[src/rtl/tgc_pkg.sv]
// Package: shared defaults and types for the twin gated-strobe counter.
// Assumes: nothing; holds only constants and a pin-pair struct.
package tgc_pkg;
    localparam int TGC_CNT_W      = 4;
    localparam int TGC_SYNC_DEPTH = 2;
    localparam int TGC_CLR_DEPTH  = 2;
    localparam int TGC_NUM_CH     = 2;

    // One channel's pair of count-control pins
    typedef struct packed {
        logic rise;
        logic fall;
    } tgc_pins_t;
endpackage

[src/rtl/tgc_sync.sv]
// Module: multi-stage level synchronizer for a small vector of pins.
// Assumes: input pins are asynchronous; each held longer than one clock.
module tgc_sync #(
    parameter int WIDTH  = 2,
    parameter int STAGES = 2
) (
    input  logic             clk,
    input  logic             rst_n,
    input  logic [WIDTH-1:0] async_i,
    output logic [WIDTH-1:0] sync_o
);
    logic [WIDTH-1:0] stg [STAGES];

    // Shift the pin levels through the synchronizer chain
    always_ff @(posedge clk) begin
        if (!rst_n) begin
            for (int i = 0; i < STAGES; i++) stg[i] <= '0;
        end else begin
            stg[0] <= async_i;
            for (int i = 1; i < STAGES; i++) stg[i] <= stg[i-1];
        end
    end

    assign sync_o = stg[STAGES-1];
endmodule

[src/rtl/tgc_edge_qual.sv]
// Module: finds edges on the synchronized pin pair and applies gating.
// Assumes: inputs are already in the clk domain. Gate levels are taken
// from the sample before the edge, so a simultaneous rise/fall yields
// a single step.
module tgc_edge_qual
    import tgc_pkg::*;
(
    input  logic      clk,
    input  logic      rst_n,
    input  tgc_pins_t lvl_i,
    output logic      step_o
);
    tgc_pins_t prev_q;
    logic      rise_hit;
    logic      fall_hit;

    // Remember the previous synchronized sample
    always_ff @(posedge clk) begin
        if (!rst_n) prev_q <= '0;
        else        prev_q <= lvl_i;
    end

    // Qualify each edge with the other pin's prior level
    always_comb begin
        rise_hit = lvl_i.rise && !prev_q.rise && prev_q.fall;
        fall_hit = !lvl_i.fall && prev_q.fall && !prev_q.rise;
        step_o   = rise_hit || fall_hit;
    end
endmodule

[src/rtl/tgc_clear_ctl.sv]
// Module: clear conditioner; asserts at once, releases on clk, then
// adds one settle cycle during which steps are dropped.
// Assumes: clear_i is low during rst_n reset.
module tgc_clear_ctl #(
    parameter int STAGES = 2
) (
    input  logic clk,
    input  logic rst_n,
    input  logic clear_i,
    output logic hold_o,
    output logic settle_o
);
    logic [STAGES-1:0] rel_q;
    logic              settle_q;

    // Release pipeline, set without the clock by the clear
    always_ff @(posedge clk or posedge clear_i) begin
        if (clear_i)     rel_q <= '1;
        else if (!rst_n) rel_q <= '0;
        else             rel_q <= rel_q << 1;
    end

    // One extra cycle that blocks a step after the release
    always_ff @(posedge clk) begin
        if (!rst_n) settle_q <= 1'b0;
        else        settle_q <= hold_o;
    end

    assign hold_o   = rel_q[STAGES-1];
    assign settle_o = settle_q;
endmodule

[src/rtl/tgc_counter.sv]
// Module: binary up counter with an immediate clear and a step gate.
// Assumes: hold_i comes from a conditioner that releases on clk.
module tgc_counter #(
    parameter int CNT_W = 4
) (
    input  logic             clk,
    input  logic             rst_n,
    input  logic             hold_i,
    input  logic             settle_i,
    input  logic             step_i,
    output logic [CNT_W-1:0] cnt_o
);
    logic [CNT_W-1:0] cnt_q;

    // Count qualified steps; zero on hold or reset, wrap at all ones
    always_ff @(posedge clk or posedge hold_i) begin
        if (hold_i)                    cnt_q <= '0;
        else if (!rst_n)               cnt_q <= '0;
        else if (step_i && !settle_i)  cnt_q <= cnt_q + 1'b1;
    end

    assign cnt_o = cnt_q;
endmodule

[src/rtl/tgc_channel.sv]
// Module: one complete counting channel: synchronizer, edge gating,
// clear conditioning and counter.
// Assumes: pins are asynchronous to clk.
module tgc_channel
    import tgc_pkg::*;
#(
    parameter int CNT_W      = TGC_CNT_W,
    parameter int SYNC_DEPTH = TGC_SYNC_DEPTH,
    parameter int CLR_DEPTH  = TGC_CLR_DEPTH
) (
    input  logic             clk,
    input  logic             rst_n,
    input  tgc_pins_t        pins_i,
    input  logic             clear_i,
    output logic [CNT_W-1:0] count_o
);
    localparam int PIN_W = $bits(tgc_pins_t);

    tgc_pins_t lvl;
    logic      step;
    logic      hold;
    logic      settle;

    tgc_sync #(.WIDTH(PIN_W), .STAGES(SYNC_DEPTH)) u_sync (
        .clk     (clk),
        .rst_n   (rst_n),
        .async_i (pins_i),
        .sync_o  (lvl)
    );

    tgc_edge_qual u_qual (
        .clk    (clk),
        .rst_n  (rst_n),
        .lvl_i  (lvl),
        .step_o (step)
    );

    tgc_clear_ctl #(.STAGES(CLR_DEPTH)) u_clr (
        .clk      (clk),
        .rst_n    (rst_n),
        .clear_i  (clear_i),
        .hold_o   (hold),
        .settle_o (settle)
    );

    tgc_counter #(.CNT_W(CNT_W)) u_cnt (
        .clk      (clk),
        .rst_n    (rst_n),
        .hold_i   (hold),
        .settle_i (settle),
        .step_i   (step),
        .cnt_o    (count_o)
    );
endmodule

[src/rtl/twin_gated_counter.sv]
// Module: top level; two independent gated-strobe up counters.
// Assumes: all pin and clear inputs are asynchronous to clk and are
// low while rst_n is low.
module twin_gated_counter
    import tgc_pkg::*;
#(
    parameter int CNT_W      = TGC_CNT_W,
    parameter int SYNC_DEPTH = TGC_SYNC_DEPTH,
    parameter int CLR_DEPTH  = TGC_CLR_DEPTH
) (
    input  logic             clk,
    input  logic             rst_n,
    input  logic             a_rise_in,
    input  logic             a_fall_in,
    input  logic             a_clear,
    input  logic             b_rise_in,
    input  logic             b_fall_in,
    input  logic             b_clear,
    output logic [CNT_W-1:0] a_count,
    output logic [CNT_W-1:0] b_count
);
    localparam int NCH = TGC_NUM_CH;

    tgc_pins_t        pins_arr [NCH];
    logic [NCH-1:0]   clr_arr;
    logic [CNT_W-1:0] cnt_arr  [NCH];

    // Gather the per-channel pins into arrays
    always_comb begin
        pins_arr[0] = '{rise: a_rise_in, fall: a_fall_in};
        pins_arr[1] = '{rise: b_rise_in, fall: b_fall_in};
        clr_arr     = {b_clear, a_clear};
    end

    for (genvar ch = 0; ch < NCH; ch++) begin : g_ch
        tgc_channel #(
            .CNT_W      (CNT_W),
            .SYNC_DEPTH (SYNC_DEPTH),
            .CLR_DEPTH  (CLR_DEPTH)
        ) u_chan (
            .clk     (clk),
            .rst_n   (rst_n),
            .pins_i  (pins_arr[ch]),
            .clear_i (clr_arr[ch]),
            .count_o (cnt_arr[ch])
        );
    end

    assign a_count = cnt_arr[0];
    assign b_count = cnt_arr[1];
endmodule

[config.mk]
export PLATFORM = sky130hd
export DESIGN_NAME = twin_gated_counter
export DESIGN_NICKNAME = d
export VERILOG_FILES = /design/src/rtl/tgc_pkg.sv /design/src/rtl/tgc_sync.sv /design/src/rtl/tgc_edge_qual.sv /design/src/rtl/tgc_clear_ctl.sv /design/src/rtl/tgc_counter.sv /design/src/rtl/tgc_channel.sv /design/src/rtl/twin_gated_counter.sv
export SDC_FILE = /design/constraint.sdc
export NUM_CORES = 1
export LEC_CHECK = 0
export BUFFER_PORTS_ARGS = -buffer_cell sky130_fd_sc_hd__buf_2
export CELL_PAD_IN_SITES_DETAIL_PLACEMENT = 1
export CELL_PAD_IN_SITES_GLOBAL_PLACEMENT = 2
export CORE_MARGIN = 2
export CORE_UTILIZATION = 39
export DETAILED_ROUTE_END_ITERATION = 8
export GPL_TIMING_DRIVEN = 1
export PLACE_DENSITY = 0.81
export SLEW_MARGIN = 30
export SYNTH_ARGS = -nofsm -noshare
export SYNTH_HDL_FRONTEND = slang
export SYNTH_SLANG_ARGS = --single-unit
[constraint.sdc]
create_clock -name clk -period 0.8 [get_ports clk]
set_input_delay 0.12 -clock clk [delete_from_list [all_inputs] [get_ports clk]]
set_output_delay 0.12 -clock clk [all_outputs]
set_load 0.02 [all_outputs]
# [Yosys cells after proc, flatten, opt, wreduce, memory -nomap -nowiden]
# Memories as Yosys holds them, arrays and structs flattened.
# Index checks and enable logic that the tools add are counted.
[word_totals] mem_bits_ro=0 regBits=18 memories=2 out_inout_bits=8 ramBits=8 latchBits=0 inputBits=8 wordCells=50
[mem_list] memory="g_ch[0].u_chan.u_sync.stg" depth=2 word_bits=2 rd=2 rd_ports_with_merged_regs=0 write_ports=2 line_no="tgc_sync.sv:12" rtl="logic [WIDTH-1:0] stg [STAGES];"
[mem_list] memory="g_ch[1].u_chan.u_sync.stg" depth=2 word_bits=2 rd=2 rd_ports_with_merged_regs=0 write_ports=2 line_no="tgc_sync.sv:12"
[op_classes] addsub=2 n_lt_le_gt_ge=0 n_bitwise=4 n_reduce_logical=18 eq_ne=2 n_div=0 multipliers=0 shift=0 mux=12
[op_table] cell="$mux 4" n=4
[op_table] cell="$mux 2" n=6
[op_table] cell="$logic_and 1x1->1" n=10
[op_table] cell="$add 4x1->4 const B" n=2
[op_table] cell="$logic_not 1->1" n=6
[op_table] cell="$ne 2x1->1 const B" n=2
[op_table] cell="$or 1x1->1" n=4
[op_table] cell="$logic_or 1x1->1" n=2
[op_table] cell="$mux 1" n=2

# [Logic depth before layout (Yosys ltp)]
# Gate-level depths: netlist of the first run.
[logic_depth] depth_word=7 ltp_mapped=3 mapped_depth_nobuf=3

# [Cells and area by module]
# A second synthesis of the first run with hierarchy kept.
[unflattened] hier_cells=82 hier_area_um2=1006.0
[modules_own_cells] mod="tgc_counter" seq_area_each_um2=100.1 cells_each=18 instances=2 area_each_um2=210.2
[modules_own_cells] mod="tgc_sync" seq_area_each_um2=80.1 cells_each=10 instances=2 area_each_um2=120.1
[modules_own_cells] mod="tgc_clear_ctl" seq_area_each_um2=72.6 cells_each=7 instances=2 area_each_um2=92.6
[modules_own_cells] mod="tgc_edge_qual" seq_area_each_um2=40.0 cells_each=6 instances=2 area_each_um2=80.1

# [Least setup slack after synthesis of the first run]
# Ideal clock, no wire load.
[synth_path] path_kind="reg2reg" startpoint="reg g_ch[0].u_chan.u_cnt.cnt_q[0]" endpoint="reg g_ch[0].u_chan.u_cnt.cnt_q[2]" t_arrival_ns=1.029 path_slack_ns=-0.308 required_ns=0.721 path_stages_with_launch=4 synth_period_minus_slack_ns=1.108 n_path_buf=0 cell_sequence="dfrtp_1 > ha_1 > nor4b_4 > mux2i_1"
[synth_via] elab_chain_cells=3
[synth_rtl] item="from (decl)" line_no="tgc_counter.sv:13" rtl="logic [CNT_W-1:0] cnt_q;"
[synth_rtl] item="from (signal assigned)" line_no="tgc_counter.sv:19" rtl="else if (step_i && !settle_i) cnt_q <= cnt_q + 1'b1;"
[synth_rtl] item="$add 4x1->4" line_no="tgc_counter.sv:19"
[synth_rtl] item="$mux 4" line_no="tgc_counter.sv:19"
[synth_rtl] item="$mux 4" line_no="tgc_counter.sv:18" rtl="else if (!rst_n) cnt_q <= '0;"
# No other way between the ends. The select of a mux whose other input is x is not followed.
# A chain may end at the register's enable or synchronous reset.

# [Final worst setup path of the first run]
[layout_path] startpoint="reg g_ch[0].u_chan.u_cnt.cnt_q[0]" endpoint="out a_count[0]"
[layout_lines] item="to (decl)" line_no="twin_gated_counter.sv:19" rtl="output logic [CNT_W-1:0] a_count,"
# No word-level cell between the ends.

==> metrics.yaml, run 1 <==
status: "finished, violations left"
violations: "negative setup slack"
grt_pass1_vias: 767
cts_max_path_buffers: 2
drc: 0
die_y_um: 56.5
initial_core_util_pct: 40.1
swShare_pct: 20.7
p_sw_uw: 515
clk_latency_ns: 0.33
max_freq_mhz: 874
h-tree-depth: 1
slew_violations: 0
worstPathMaxFanout: 2
grt_pass1_wl_um: 3440
core_area_um2: 2690
p_int_uw: 1970
hold_class: "primary input to register"
timing.final.ws_setup_ns: -0.344
p_comb_share_pct: 8.2
root_buffer: "clkbuf_4"
maxCapViolations: 0
detail-route-antenna-nets: 0
crit_chain: "buf_6 -> buf_6"
wl_per_cell_um: 12.9
syn_avg_cell_area_um2: 12.2
synthFlopType: "dfxtp_1"
cts_sinks: 26
gp_congestion: 0.693
io_pins: 16
ys_seq_elements: 26
wl_um: 2040
fin_crit_ns: 1.14
dr.pass1.iters: 2
cts_tree: "built"
die-area_um2: 3200
vias_per_cell: 4.60
cpMaxStageDelayCell: "dfrtp_2"
hold_viol: 0
final_cell_mix: "buf_6 (16), and2_1 (14), dfxtp_1 (12)"
p_seq_share_pct: 55.6
rows: 19
p_per_area_nw_per_um2: 1580
p_leak_uw: 0.000649
die_w_um: 56.5
synth-seq-area-share_pct: 54.4
p_total_uw: 2490
gr-usage-all-layers_pct: 14.1
period_share_pct: 143
ys_async_sr_fraction_pct: 46.2
worstSetupEndpointType: "output pin"
grt_setup_unrepaired: "yes"
yosysWarningCount: 0
syn-cell-area_um2: 1080
crit_top_cell: "buf_6"
hpwl_um: 1320
drt-initial-drc-count: 6
port_buffers: 15
antenna_found_initial: 0
cts_made_buffers: 3
grt_remaining_overflow: 0
finalClockSkew_ns: 0.0246
critPathMaxStageDelay_ns: 0.45
nNetsFinal: 138
synth_edf_count: 0
required_ns: 0.68
critPathKind: "register to output pin"
ys_types: 20
synth_cells: 88
grt_max_degree: 33
peakVddDrop_mv: 1.25
area_delta_synth_final_pct: 46.4
mostFrequentLayoutCell: "buf_6"
whs_ns: 0.0102
power_frac_clock_pct: 36.3
arrival_ns: 1.02
finalSetupViolCount: 16
drive_gt1_share_pct: 51.2
route.vias.total: 727
diodes: 0
startpoint_type: "register"
clk_pin_slew_ns: 0.16
area by class of cell:
class	count	area, um2
Timing Repair Buffer	37	345
Fill cell	278	1110
Multi-Input combinational cell	56	531
Inverter	4	15.0
Clock buffer	3	22.5
Clock inverter	1	30.0
Tap cell	31	38.8
Sequential cell	26	593
registers in the layout (all words and copies together), names as in the netlist:
name,flops
g_ch.u_chan.u_cnt.cnt_o,8
g_ch.u_chan.u_qual.prev_q,4
g_ch.u_chan.u_clr.settle_o,2
g_ch.u_chan.u_sync.stg,8
g_ch.u_chan.u_clr.rel_q,4
power by group through the flow:
| stage | Sequential (uW) | Combinational, uW | Clock, uW |
|---|---|---|---|
| after detailed placement | 1410 | 152 | 0 |
| after global placement | 1400 | 143 | 0 |
| after CTS | 1380 | 197 | 925 |
| final | 1380 | 203 | 902 |
| after global routing | 1390 | 224 | 963 |
| after floorplan | 1410 | 92.2 | 0 |
cells in the mapped netlist (4+ instances only):
cell type	count	area (um2)
and2_1	14	87.6
dfrtp_1	8	200
mux2i_1	8	80.1
nand2_1	10	37.5
dfxtp_1	14	280
nand2b_1	6	37.5
inv_1	4	15.0
dfstp_2	4	105
metal layers:
metal	share of wire [%]	up-vias	track usage, %
met5	0	-	0
met4	0.64	0	6.12
met3	2.5	2	2.07
met2	54	12	23.3
met1	43	356	18.3
li1	-	357	-
repair_timing:
action,4_1_cts,5_1_grt
setup endpoints to repair,16,16
hold endpoints to repair,6,1
hold buffers,4,1
setup buffers,9,4
gates resized for setup,25,7
pin swaps,0,1
critical path: cells and delay by family, from the launching register on:
| family | cells | cell delay, ns |
|---|---|---|
| DFF | 1 | 0.45 |
| buffers and inverters | 2 | 0.25 |
final timing paths:
path / from / to / slack, ns / cells past startpoint
worst max-delay path: g_ch[0].u_chan.u_cnt.cnt_o[0] / a_count[0] / -0.34 / 2
worst min-delay path: a_rise_in / g_ch[0].u_chan.u_sync.stg[0][1] / 0.01 / 2
worst max register to register: g_ch[0].u_chan.u_cnt.cnt_o[0] / g_ch[0].u_chan.u_cnt.cnt_o[2] / -0.31 / 4
worst min register to register: g_ch[0].u_chan.u_clr.rel_q[1] / g_ch[0].u_chan.u_cnt.cnt_o[3] / 0.16 / 1
max in group asynchronous: a_clear / g_ch[0].u_chan.u_clr.rel_q[0] / 0.42 / 3
min in group asynchronous: g_ch[0].u_chan.u_clr.rel_q[1] / g_ch[0].u_chan.u_cnt.cnt_o[3] / 0.16 / 1
kinds of logic after synthesis:
| family | Yosys count | synth area share, % |
|---|---|---|
| other | 1 | 0.349 |
| multiplexers | 8 | 7.44 |
| adder cells (fa/ha/maj) | 2 | 2.33 |
| AND/OR/NAND/NOR | 44 | 32.8 |
| flip-flops | 26 | 54.4 |
| buffers and inverters | 7 | 2.67 |
stage by stage:
| stage | std cells | setup WS, ns | util, % | area (um2) | TNS [ns] |
|---|---|---|---|---|---|
| 2_1_floorplan | 89 | -0.228 | - | 1120 | -1.42 |
| 3_3_place_gp | 137 | -0.208 | 47.1 | 1270 | -1.37 |
| 3_5_place_dp | 137 | -0.223 | 47.1 | 1270 | -1.58 |
| 4_1_cts | 154 | -0.334 | 56.6 | 1520 | -4.35 |
| 5_1_grt | 158 | -0.414 | 58.6 | 1580 | -5.09 |
| 6_report | 158 | -0.344 | 58.6 | 1580 | -4.31 |
Power figures use the tool's default switching activity.
==> run 2, diff against run 1 <==
Settings changed: ABC_AREA set to 1, CORE_UTILIZATION 39 to 35, PLACE_DENSITY 0.81 to 0.8.
==> metrics.yaml, run 2 <==
yosysWarningCount: 0  # unchanged
final.fill_count: 318  # was 278
worstPathMaxFanout: 2  # unchanged
slew_violations: 0  # unchanged
whs_ns: 0.158  # was 0.0102 ns
synth-simple-area-share_pct: 26.9  # was 32.8%
yosys-top-cells-count: "nand2_1 (34), inv_1 (25), dfxtp_1 (14)"  # was and2_1 (14), dfxtp_1 (14), nand2_1 (10)
startpoint_type: "register"  # unchanged
synth_mux_area_share_pct: 0  # was 7.44%
cts_max_path_buffers: 2  # unchanged
drt-initial-drc-count: 37  # was 6
finalClockSkew_ns: 0.00501  # was 0.0246 ns
hpwl_um: 1550  # was 1320 um
wl_per_cell_um: 11.5  # was 12.9 um
wl_um: 2160  # was 2040 um
port_buffers: 15  # unchanged
hold_viol: 0  # unchanged
final_area_um2: 1520  # was 1580 um2
peakVddDrop_mv: 0.810  # was 1.25 mV
drive_gt1_share_pct: 41.7  # was 51.2%
cts_tree: "built"  # unchanged
synth_most_common_cell: "nand2_1"
initial_core_util_pct: 37.2  # was 40.1%
core_area_um2: 2810  # was 2690 um2
synth.area.top_cells: "dfxtp_1 (27%), dfrtp_1 (19%), nand2_1 (12%), dfstp_2 (10%), inv_1 (9.0%)"  # was dfxtp_1 (26%), dfrtp_1 (19%), dfstp_2 (9.8%), and2_1 (8.1%), mux2i_1 (7.4%)
synth-seq-area-share_pct: 56.1  # was 54.4%
syn_avg_cell_area_um2: 8.92  # was 12.2 um2
yosys.area.top_type: "dfxtp_1"  # unchanged
arrival_ns: 1.01  # was 1.02 ns
grt_pass1_wl_um: 3970  # was 3440 um
antenna_found_initial: 0  # unchanged
synth_compound_area_share_pct: 0  # unchanged
period_share_pct: 141  # was 143%
finalSetupViolCount: 16  # unchanged
dpl_cell_area_um2: 1250  # was 1270 um2
gr-usage-all-layers_pct: 15.4  # was 14.1%
max_freq_mhz: 887  # was 874 MHz
synth_top_family_by_area: "simple AND/OR/NAND/NOR gates"  # unchanged
h-tree-depth: 1  # unchanged
ys_seq_elements: 26  # unchanged
detail-route-antenna-nets: 0  # unchanged
maxCapViolations: 0  # unchanged
multiInputGateArea_um2: 398  # was 531 um2
diodes: 0  # unchanged
mostFrequentLayoutCell: "nand2_1"  # was buf_6
p_total_uw: 2120  # was 2490 uW
io_pins: 16  # unchanged
area_delta_synth_final_pct: 45.4  # was 46.4%
clk_pin_slew_ns: 0.13  # was 0.16 ns
critPathKind: "register to output pin"  # unchanged
die_w_um: 58.6  # was 56.5 um
ys_async_sr_fraction_pct: 46.2  # unchanged
die-area_um2: 3430  # was 3200 um2
tns_ns: -3.57  # was -4.31 ns
cts_sinks: 26  # unchanged
seq_area_um2: 594  # was 593 um2
timing.final.ws_setup_ns: -0.327  # was -0.344 ns
syn-cell-area_um2: 1040  # was 1080 um2
p_per_area_nw_per_um2: 1400  # was 1580 nW/um2
synth_cells: 117  # was 88
synthFlopType: "dfxtp_1"  # unchanged
vias_per_cell: 4.50  # was 4.60
status: "finished, violations left"  # unchanged
p_leak_uw: 0.000814  # was 0.000649 uW
violations: "design-rule violations, negative setup slack"  # was negative setup slack
die_y_um: 58.6  # was 56.5 um
nNetsFinal: 168  # was 138
drc: 1  # was 0
grt_max_degree: 14  # was 33
synth_top_area_share_pct: 26.9  # was 26.0%
rr_worst_depth: 5  # was 4
hold_class: "register to async pin"  # was primary input to register
required_ns: 0.68  # about the same
fin_crit_ns: 1.13  # was 1.14 ns
clk_latency_ns: 0.32  # was 0.33 ns
synth_fa_ha_area_share_pct: 2.40  # was 2.33%
grt_pass1_vias: 925  # was 767
synth_xor_area_share_pct: 1.68  # was 0%
root_buffer: "clkbuf_4"  # unchanged
final_cell_mix: "nand2_1 (33), inv_1 (25), buf_6 (16)"  # was buf_6 (16), and2_1 (14), dfxtp_1 (12)
synth_edf_count: 0  # unchanged
ys_types: 16  # was 20
rows: 19  # unchanged
gp_congestion: 0.754  # was 0.693
worstSetupEndpointType: "output pin"  # unchanged
cts_made_buffers: 3  # unchanged
pre_cts_slack_ns: -0.157  # was -0.223 ns
route.vias.total: 841  # was 727
grt_setup_unrepaired: "yes"  # unchanged
dr.pass1.iters: 6  # was 2
grt_remaining_overflow: 0  # unchanged
-- run 2: final timing paths --
path                                                     from  slack [ns]                             to
worst max-delay path            g_ch[0].u_chan.u_cnt.cnt_o[1]       -0.33                     a_count[1]
worst min-delay path            g_ch[1].u_chan.u_clr.rel_q[1]        0.16  g_ch[1].u_chan.u_cnt.cnt_o[3]
worst max register to register  g_ch[0].u_chan.u_cnt.cnt_o[1]       -0.29  g_ch[0].u_chan.u_cnt.cnt_o[2]
worst min register to register  g_ch[1].u_chan.u_clr.rel_q[1]        0.16  g_ch[1].u_chan.u_cnt.cnt_o[3]
max in group asynchronous                             b_clear        0.43  g_ch[1].u_chan.u_clr.rel_q[1]
min in group clk                                        rst_n        0.16  g_ch[1].u_chan.u_clr.rel_q[1]
-- run 2: cells by family after synthesis --
| logic type | Yosys count |
|---|---|
| buffers and inverters | 32 |
| XOR/XNOR | 2 |
| flip-flops | 26 |
| other | 1 |
| AND/OR/NAND/NOR | 54 |
| adder cells (fa/ha/maj) | 2 |
-- run 2: stage by stage --
step | std cells | utilization, %
2_1_floorplan | 118 | -
3_5_place_dp | 169 | 44.7
4_1_cts | 187 | 52.9
3_3_place_gp | 169 | 44.7
6_report | 187 | 54.1
5_1_grt | 187 | 54.1
-- run 2: timing repair --
item	4_1_cts	5_1_grt
setup endpoints to repair	16	16
hold buffers	6	0
gates resized for setup	24	7
endpoints found under the hold margin	8	0
buffers inserted	9	0
pin swaps	2	8
-- run 2: area by class of cell --
type / instances / share of cell area (%)
Timing Repair Buffer: 38 / 23.4
Inverter: 29 / 7.17
Multi-Input combinational cell: 60 / 26.2
Tap cell: 31 / 2.56
Clock buffer: 3 / 1.48
Sequential cell: 26 / 39.2
-- run 2: worst max-delay path, cell delays in order (launching register included) --
cell,delay [ns]
dfrtp_2,0.45
buf_6,0.12
buf_6,0.12
-- run 2: layer usage --
metal	wire [um]	global-route usage (%)
met1	878	18.4
met2	1170	26.6
met3	63	2.20
met4	48	8.44
met5	0	0
-- run 2: report_power, final --
part	internal (uW)	switching (uW)	total (uW)	leakage (uW)
sequential	1350	21.6	1380	0.000260
clock	177	365	542	0.0000138
combinational	96.8	104	201	0.000540
==> run 3, diff against run 2 <==
Settings changed: SKIP_LAST_GASP set to 1.
==> metrics.yaml, run 3 (same netlist as run 2, synthesis figures left out) <==
status: "finished, violations left"  # unchanged
violations: "design-rule violations, negative setup slack"  # unchanged
grt_setup_unrepaired: "yes"  # unchanged
hpwl_um: 1550  # unchanged
gr-usage-all-layers_pct: 15.4  # unchanged
dr.pass1.iters: 6  # unchanged
period_share_pct: 141  # about the same
diodes: 0  # unchanged
grt_pass1_vias: 925  # unchanged
required_ns: 0.68  # about the same
die-area_um2: 3430  # unchanged
worstSetupEndpointType: "output pin"  # unchanged
drc: 1  # unchanged
worstPathMaxFanout: 2  # unchanged
rows: 19  # unchanged
core_area_um2: 2810  # unchanged
grt_max_degree: 14  # unchanged
grt_remaining_overflow: 0  # unchanged
hold_viol: 0  # unchanged
initial_core_util_pct: 37.2  # unchanged
root_buffer: "clkbuf_4"  # unchanged
die_y_um: 58.6  # unchanged
cts_tree: "built"  # unchanged
p_leak_uw: 0.000813  # was 0.000814 uW
tns_ns: -3.59  # was -3.57 ns
critPathKind: "register to output pin"  # unchanged
cts_made_buffers: 3  # unchanged
clk_pin_slew_ns: 0.13  # about the same
hold_class: "register to async pin"  # unchanged
fin_crit_ns: 1.13  # about the same
slew_violations: 0  # unchanged
clk_latency_ns: 0.32  # about the same
grt_pass1_wl_um: 3970  # unchanged
vias_per_cell: 4.49  # was 4.50
finalSetupViolCount: 16  # unchanged
final.fill_count: 319  # was 318
nNetsFinal: 168  # unchanged
peakVddDrop_mv: 0.810  # about the same
final_cell_mix: "nand2_1 (33), inv_1 (25), buf_6 (16)"  # unchanged
final_util_pct: 53.9  # was 54.1%
wl_um: 2150  # was 2160 um
startpoint_type: "register"  # unchanged
drive_gt1_share_pct: 40.4  # was 41.7%
timing.final.ws_setup_ns: -0.327  # about the same
p_per_area_nw_per_um2: 1400  # about the same
finalClockSkew_ns: 0.00521  # was 0.00501 ns
die_w_um: 58.6  # unchanged
cts_max_path_buffers: 2  # unchanged
dpl_cell_area_um2: 1250  # unchanged
mostFrequentLayoutCell: "nand2_1"  # unchanged
io_pins: 16  # unchanged
h-tree-depth: 1  # unchanged
arrival_ns: 1.01  # about the same
cts_sinks: 26  # unchanged
layout.cells.non_filler: 187  # unchanged
route.vias.total: 840  # was 841
gp_congestion: 0.754  # unchanged
port_buffers: 15  # unchanged
wl_per_cell_um: 11.5  # about the same
antenna_found_initial: 0  # unchanged
drt-initial-drc-count: 36  # was 37
dpl.cell_count: 169  # unchanged
maxCapViolations: 0  # unchanged
final_area_um2: 1510  # was 1520 um2
detail-route-antenna-nets: 0  # unchanged
area_delta_synth_final_pct: 44.8  # was 45.4%
max_freq_mhz: 887  # about the same
-- run 3: changes by cell type in the layout (fill, tap and decap cells not counted) --
cell     delta
dfxtp_1     +1
dfxtp_2     -1
nand3_1     +1
nand3_2     -1
-- run 3: metal layers --
layer,track usage (%),routed length (um),vias up
li1,-,-,417
met1,18.4,876,399
met2,26.6,1170,19
met3,2.20,63,5
met4,8.44,48,0
met5,0,0,-
-- run 3: area by class of cell --
class	count	area, um2	share of cell area, %
well taps	31	38.8	2.57
flip-flops and latches	26	593	39.2
clock buffers	3	22.5	1.49
multi-input cells	60	393	26.0
repair buffers	38	355	23.5
inverters	29	109	7.20
-- run 3: through the flow --
step,setup WS (ns),power [uW],hold WS (ns)
2_1_floorplan,-0.202,1500,0.0315
3_3_place_gp,-0.128,1560,0.142
3_5_place_dp,-0.157,1570,0.153
4_1_cts,-0.321,2160,0.147
5_1_grt,-0.370,2240,0.162
6_report,-0.327,2120,0.158
-- run 3: repair_timing --
| action | in CTS | in global routing |
|---|---|---|
| resized for setup | 22 | 7 |
| hold buffers | 6 | 0 |
| buffers inserted | 9 | 0 |
| cloned | 0 | 0 |
| pin swaps | 2 | 8 |
| endpoints found under the setup margin | 16 | 16 |
| endpoints found under the hold margin | 8 | 0 |
-- run 3: power by group --
| group | switching, uW | internal, uW |
|---|---|---|
| clock | 365 | 177 |
| sequential | 21.2 | 1350 |
| combinational | 103 | 96.4 |
-- run 3: worst paths after layout --
check,start,endpoint,slack (ns),depth (start not counted)
setup / recovery,g_ch[0].u_chan.u_cnt.cnt_o[1],a_count[1],-0.33,2
hold / removal,g_ch[1].u_chan.u_clr.rel_q[1],g_ch[1].u_chan.u_cnt.cnt_o[3],0.16,1
setup reg to reg,g_ch[0].u_chan.u_cnt.cnt_o[1],g_ch[0].u_chan.u_cnt.cnt_o[2],-0.29,5
hold reg to reg,g_ch[1].u_chan.u_clr.rel_q[1],g_ch[1].u_chan.u_cnt.cnt_o[3],0.16,1
max in group asynchronous,b_clear,g_ch[1].u_chan.u_clr.rel_q[1],0.42,3
min in group clk,rst_n,g_ch[1].u_chan.u_clr.rel_q[1],0.16,4
-- run 3: worst max-delay path, cell delays in order, from the launching register on --
cell,delay (ns)
dfrtp_2,0.45
buf_6,0.12
buf_6,0.12
